`config.mk`:
```
export PLATFORM = sky130hd
export DESIGN_NAME = rst_supervisor
export DESIGN_NICKNAME = d
export VERILOG_FILES = /design/src/rtl/rsup_pkg.sv /design/src/rtl/rst_sync2.sv /design/src/rtl/rst_debounce.sv /design/src/rtl/rst_wdog.sv /design/src/rtl/rst_supervisor.sv
export SDC_FILE = /design/constraint.sdc
export NUM_CORES = 1
export LEC_CHECK = 0
export ABC_AREA = 1
export CORE_UTILIZATION = 50
export DETAILED_ROUTE_END_ITERATION = 7
export PLACE_DENSITY = 0.69
export SLEW_MARGIN = 30
export SYNTH_ARGS = -nofsm -noshare
export SYNTH_HDL_FRONTEND = slang
export SYNTH_SLANG_ARGS = --single-unit
```
`constraint.sdc`:
```
create_clock -name clk -period 3.72 [get_ports clk]
set_input_delay 0.93 -clock clk [delete_from_list [all_inputs] [get_ports clk]]
set_output_delay 0.93 -clock clk [all_outputs]
set_load 0.005 [all_outputs]
```
`src/rtl/rsup_pkg.sv`:
```
package rsup_pkg;
  // width of a counter that has to hold 0 .. n-1
  function automatic int cnt_width(input int n);
    return (n <= 2) ? 1 : $clog2(n);
  endfunction

  // true when a counter of the given limit is on its final value
  function automatic logic on_last(input int unsigned cnt, input int unsigned limit);
    return cnt == (limit - 1);
  endfunction
endpackage

```
`src/rtl/rst_sync2.sv`:
```
module rst_sync2 #(
  parameter int  STAGES = 2,
  parameter bit  INIT   = 1'b0
) (
  input  logic clk,
  input  logic por_n,
  input  logic d,
  output logic q
);
  logic [STAGES-1:0] chain;

  generate
    for (genvar i = 0; i < STAGES; i++) begin : g_stage
      always_ff @(posedge clk or negedge por_n) begin
        if (!por_n) chain[i] <= INIT;
        else if (i == 0) chain[i] <= d;
        else chain[i] <= chain[(i == 0) ? 0 : i-1];
      end
    end
  endgenerate

  assign q = chain[STAGES-1];
endmodule

```
`src/rtl/rst_debounce.sv`:
```
module rst_debounce
  import rsup_pkg::*;
#(
  parameter int DEB_TICKS = 20
) (
  input  logic clk,
  input  logic por_n,
  input  logic tick,
  input  logic raw_n,
  output logic level_n
);
  localparam int CW = cnt_width(DEB_TICKS);

  logic          sync_n;
  logic [CW-1:0] cnt;
  logic          differs;
  logic          accept_evt;

  rst_sync2 #(.STAGES(2), .INIT(1'b1)) u_sync (
    .clk(clk), .por_n(por_n), .d(raw_n), .q(sync_n)
  );

  assign differs    = sync_n != level_n;
  assign accept_evt = differs && tick && on_last(cnt, DEB_TICKS);

  always_ff @(posedge clk or negedge por_n) begin
    if (!por_n) begin
      level_n <= 1'b1;
      cnt     <= '0;
    end else if (!differs) begin
      cnt <= '0;
    end else if (tick) begin
      if (accept_evt) begin
        level_n <= sync_n;
        cnt     <= '0;
      end else begin
        cnt <= cnt + 1'b1;
      end
    end
  end

  // the accepted level only moves on a tick
  a_r4_change_on_tick: assert property (@(posedge clk) disable iff (!por_n)
    (level_n != $past(level_n)) |-> $past(tick));
  // the accepted level only moves after the synchronized input disagreed
  a_r4_change_needs_diff: assert property (@(posedge clk) disable iff (!por_n)
    (level_n != $past(level_n)) |-> (level_n == $past(sync_n)));
endmodule

```
`src/rtl/rst_wdog.sv`:
```
module rst_wdog
  import rsup_pkg::*;
#(
  parameter int WD_TICKS = 1600
) (
  input  logic clk,
  input  logic por_n,
  input  logic tick,
  input  logic hold,
  input  logic line,
  output logic wd_edge,
  output logic wd_fire
);
  localparam int CW = cnt_width(WD_TICKS);

  logic          line_s;
  logic          line_prev;
  logic [CW-1:0] cnt;

  rst_sync2 #(.STAGES(2), .INIT(1'b0)) u_sync (
    .clk(clk), .por_n(por_n), .d(line), .q(line_s)
  );

  always_ff @(posedge clk or negedge por_n) begin
    if (!por_n) line_prev <= 1'b0;
    else        line_prev <= line_s;
  end

  assign wd_edge = line_s ^ line_prev;
  assign wd_fire = !hold && !wd_edge && tick && on_last(cnt, WD_TICKS);

  always_ff @(posedge clk or negedge por_n) begin
    if (!por_n)               cnt <= '0;
    else if (hold || wd_edge) cnt <= '0;
    else if (tick)            cnt <= on_last(cnt, WD_TICKS) ? '0 : cnt + 1'b1;
  end

  // counter is cleared while reset is held
  a_r7_clear_in_reset: assert property (@(posedge clk) disable iff (!por_n)
    hold |=> (cnt == '0));
  // any line edge restarts the count
  a_r6_edge_restarts: assert property (@(posedge clk) disable iff (!por_n)
    wd_edge |=> (cnt == '0));
  // counter frozen without a tick, unless cleared
  a_r10_wd_frozen: assert property (@(posedge clk) disable iff (!por_n)
    (!tick && !hold && !wd_edge) |=> $stable(cnt));
endmodule

```
`src/rtl/rst_supervisor.sv`:
```
module rst_supervisor
  import rsup_pkg::*;
#(
  parameter int DEB_TICKS  = 20,
  parameter int WD_TICKS   = 1600,
  parameter int HOLD_TICKS = 200,
  parameter bit WD_SRC_BUS = 1'b1
) (
  input  logic clk,
  input  logic por_n,
  input  logic tick,
  input  logic supply_low,
  input  logic mr_n,
  input  logic sda_in,
  input  logic wdog_pin,
  output logic rst_hi_drive,
  output logic rst_lo_pull
);
  localparam int HW = cnt_width(HOLD_TICKS);

  logic          rst_q;
  logic [HW-1:0] hold_cnt;
  logic          mr_level_n;
  logic          wd_line;
  logic          wd_edge;
  logic          wd_fire;
  logic          cause;
  logic          release_evt;

  assign wd_line = WD_SRC_BUS ? sda_in : wdog_pin;

  rst_debounce #(.DEB_TICKS(DEB_TICKS)) u_deb (
    .clk(clk), .por_n(por_n), .tick(tick), .raw_n(mr_n), .level_n(mr_level_n)
  );

  rst_wdog #(.WD_TICKS(WD_TICKS)) u_wd (
    .clk(clk), .por_n(por_n), .tick(tick), .hold(rst_q), .line(wd_line),
    .wd_edge(wd_edge), .wd_fire(wd_fire)
  );

  assign cause       = supply_low || !mr_level_n || wd_fire;
  assign release_evt = rst_q && !cause && tick && on_last(hold_cnt, HOLD_TICKS);

  always_ff @(posedge clk or negedge por_n) begin
    if (!por_n) begin
      rst_q    <= 1'b1;
      hold_cnt <= '0;
    end else if (cause) begin
      rst_q    <= 1'b1;
      hold_cnt <= '0;
    end else if (rst_q && tick) begin
      if (release_evt) begin
        rst_q    <= 1'b0;
        hold_cnt <= '0;
      end else begin
        hold_cnt <= hold_cnt + 1'b1;
      end
    end
  end

  assign rst_hi_drive = rst_q;
  assign rst_lo_pull  = rst_q;

  // supply flag forces reset on the next cycle
  a_r2_supply_asserts: assert property (@(posedge clk) disable iff (!por_n)
    supply_low |=> rst_q);
  // accepted button press keeps reset
  a_r5_button_holds: assert property (@(posedge clk) disable iff (!por_n)
    !mr_level_n |=> rst_q);
  // release only after a full quiet stretch
  a_r3_release_after_stretch: assert property (@(posedge clk) disable iff (!por_n)
    $fell(rst_q) |-> ($past(hold_cnt) == HW'(HOLD_TICKS-1)) && $past(!cause && tick));
  // nothing moves on a cycle without tick and without cause
  a_r10_hold_frozen: assert property (@(posedge clk) disable iff (!por_n)
    (!tick && !cause) |=> $stable(rst_q) && $stable(hold_cnt));
  // watchdog expiry asserts reset
  a_r6_fire_asserts: assert property (@(posedge clk) disable iff (!por_n)
    wd_fire |=> rst_q);
endmodule

```
==> impl_metrics.env <==
export IMPL_hold_path_depth=0
export IMPL_grt_max_degree=32
export IMPL_status="finished, final reports clean"
export IMPL_vias=1251
export IMPL_wl_per_cell_um=11.7
export IMPL_wl_met2_um=1360
export IMPL_synth_cell_type_count=32
export IMPL_hp_start="u_deb.u_sync.chain[0]"
export IMPL_core_mm2=0.00303
export IMPL_dr_wl_met3_um=92
export IMPL_hp_class="reg2reg"
export IMPL_max_freq_ghz=0.425
export IMPL_antenna_cells=0
export IMPL_drtAntennaViolNets=0
export IMPL_synthesis_nets=189
export IMPL_die_width_um=58.5
export IMPL_topRoutingLayerUsed="met4"
export IMPL_crit_buf_inv=1
export IMPL_clock_skew_ps=17.0
export IMPL_cts_root_buf="clkbuf_4"
export IMPL_hold_end="u_deb.u_sync.q"
export IMPL_nFillCells=279
export IMPL_io_buffers=7
export IMPL_start_util_pct=52.6
export IMPL_drt_first_pass_iters=4
export IMPL_syn_avg_cell_area_um2=8.91
export IMPL_grt_first_pass_wirelength_um=4950
export IMPL_start_kind="flop"
export IMPL_ctsLongestPathBuffers=2
export IMPL_layout_setup_ws_ps=1370
export IMPL_cp_required_ps=2790
export IMPL_seq_area_frac_synth_pct=49.0
export IMPL_cp_cell_sequence="clkdlybuf4s50_1"
export IMPL_placed_area_mm2=0.00172
export IMPL_cts_resized_gates=0
export IMPL_drv_cap=0
export IMPL_drt_wl_total_um=2770
export IMPL_cts_clk_slew_worst_paths_ps=90
export IMPL_regToRegSetupSlack_ps=2050
export IMPL_num_rows=20
export IMPL_slew_headroom_pct=65.0
export IMPL_area_growth_pct=11.6
export IMPL_drc=0
export IMPL_endpoint_kind="output pin"
export IMPL_num_io_pins=9
export IMPL_tns_ps=0
export IMPL_dpl_hpwl_um=2020
export IMPL_fin_nets=203
export IMPL_finalCoreUtilization_pct=58.8
export IMPL_period_share_pct=63.2
export IMPL_cts_hold_buf=0
export IMPL_r2r_end="u_wd.cnt[10]"
export IMPL_wl_met1_um=1230
export IMPL_grt_pass1_vias=1185
export IMPL_grt_use_total_pct=19.6
export IMPL_r2r_start="u_wd.cnt[0]"
export IMPL_die_area_mm2=0.00342
export IMPL_drv_slew=0
export IMPL_cellPowerDensity_mw_per_mm2=329
export IMPL_cts_tree="built"
export IMPL_crit_type="reg2out"
export IMPL_tightestPinTransition_ps=524
export IMPL_grt_antenna_before_repair=0
export IMPL_rsz0062_at_grt="no"
export IMPL_final_cell_area_mm2=0.00178
export IMPL_drt_iter0_drc=68
export IMPL_crit_fanout=5
export IMPL_ys_seq_elements=31
export IMPL_cts_max_level=2
export IMPL_clkSinkCount=31
export IMPL_ys_warn_count=0
export IMPL_max_vdd_ir_drop_mv=0.261
export IMPL_setup_viol=0
export IMPL_vias_per_cell=5.26
export IMPL_power_leakage_nw=0.804
export IMPL_synthCells=179
export IMPL_grt_overflow_total=0
export IMPL_crit_slowest_cell="dfstp_2"
export IMPL_fin_crit_ps=2350
export IMPL_worstSkewPairLatency_ps=340
export IMPL_gp_congestion=0.789
export IMPL_fp_dieH_um=58.5
export IMPL_post_place_ws_ps=1140
export IMPL_syn_area_mm2=0.00159
export IMPL_drive_gt1_share_pct=16.0
export IMPL_r2r_cells=8
export IMPL_numCtsBuffers=5
export IMPL_crit_family="flip-flops"
export IMPL_slowest_delay_ps=590
export IMPL_hold_viol=0
export IMPL_cts_setup_buffers=0
export IMPL_critPathArrivalTime_ps=1420
## cell families (layout without fill, tap and decap cells)
group	count (synthesis)	in the layout	share of synthesized area [%]
xor+xnor	8	8	4.40
simple gates	79	79	25.9
flops	31	31	49.0
buf+inv	25	40	6.12
fa+ha+maj	3	3	2.36
compound gates	33	33	12.2
## worst max-delay path by stage
stage,depth (start not counted),endpoint,start,slack [ps]
after floorplan,5,hold_cnt[2],tick,2020
after global placement,6,hold_cnt[2],tick,1150
after detailed placement,6,hold_cnt[4],tick,1140
after CTS,1,rst_lo_pull,rst_hi_drive,1350
after global routing,1,rst_hi_drive,rst_hi_drive,1320
final,1,rst_lo_pull,rst_hi_drive,1370
## synth_stat cells
cell type  instances  share of area (%)
o211ai_1           1               0.47
nand4_1            4                1.6
inv_2              3               0.71
nand3_1           16                5.0
a21oi_1            9                2.8
nand3_2            2                1.3
a22o_1             1               0.55
o21bai_1           2               0.94
nand2_4            1               0.71
xnor2_1            4                2.2
dfstp_2            4                6.6
nor3_1             3               0.94
nand3_4            1                1.1
nor2_4             3                2.1
dfrtp_1           27                 42
and3_1             1               0.39
o32ai_1            1               0.55
nand2_1           28                6.6
nor2_1            13                3.1
buf_4              1               0.47
nand2_2            4                1.6
o21ai_0            8                2.5
inv_1             21                4.9
o31ai_1            1               0.47
o21ai_2            1               0.55
nor2_2             2               0.78
o22ai_1            4                1.6
a21oi_2            1               0.55
ha_1               3                2.4
o21ai_1            4                1.3
nand4_2            1               0.78
xor2_1             4                2.2
## power breakdown
group / internal (mW) / total [mW] / switching [mW]
combinational: 0.0130 / 0.0345 / 0.0215
clock: 0.0914 / 0.200 / 0.109
sequential: 0.345 / 0.350 / 0.00509
total: 0.449 / 0.585 / 0.135
## sequential cells by signal, summed over array words and instances (netlist names)
name                cells
hold_cnt                8
rst_hi_drive            1
u_deb.cnt               5
u_deb.level_n           1
u_deb.u_sync.chain      1
u_deb.u_sync.q          1
u_wd.cnt               11
u_wd.line_prev          1
u_wd.u_sync.chain       1
u_wd.u_sync.q           1
## through the flow
step,hold slack [ps],power (mW),std cells
after floorplan,331,0.374,179
after global placement,338,0.391,230
after detailed placement,345,0.392,230
after CTS,359,0.595,238
after global routing,365,0.611,238
final,358,0.585,238
## cell usage in the layout, fill, tap and decap left out, types with 2 or more instances in the layout
| master | count |
|---|---|
| nor2_1 | 13 |
| nand2_2 | 4 |
| ha_1 | 3 |
| inv_1 | 21 |
| nand3_2 | 2 |
| a21oi_1 | 9 |
| xor2_1 | 4 |
| dfrtp_1 | 27 |
| nand3_1 | 16 |
| o21ai_0 | 8 |
| nor2_4 | 3 |
| clkbuf_4 | 5 |
| o21ai_1 | 4 |
| nand4_1 | 4 |
| inv_2 | 3 |
| nand2_1 | 28 |
| nor2_2 | 2 |
| clkdlybuf4s50_1 | 7 |
| o21bai_1 | 2 |
| nor3_1 | 3 |
| o22ai_1 | 4 |
| dfstp_2 | 4 |
| xnor2_1 | 4 |
## metal layers
| metal | global-route usage, % | up-vias |
|---|---|---|
| met3 | 4.62 | 10 |
| met5 | 0 | - |
| met2 | 31.7 | 24 |
| met1 | 23.7 | 589 |
| met4 | 12.6 | 0 |
| li1 | - | 628 |
## area by class of cell
type	count	area (um2)	share of cell area, %
flip-flops and latches	31	781	43.9
multi-input cells	123	716	40.2
inverters	24	90.1	5.06
repair buffers	8	77.6	4.36
clock buffers	7	55.1	3.09
well taps	44	55.1	3.09
clock inverters	1	5.00	0.281
Power figures use the tool's default switching activity.
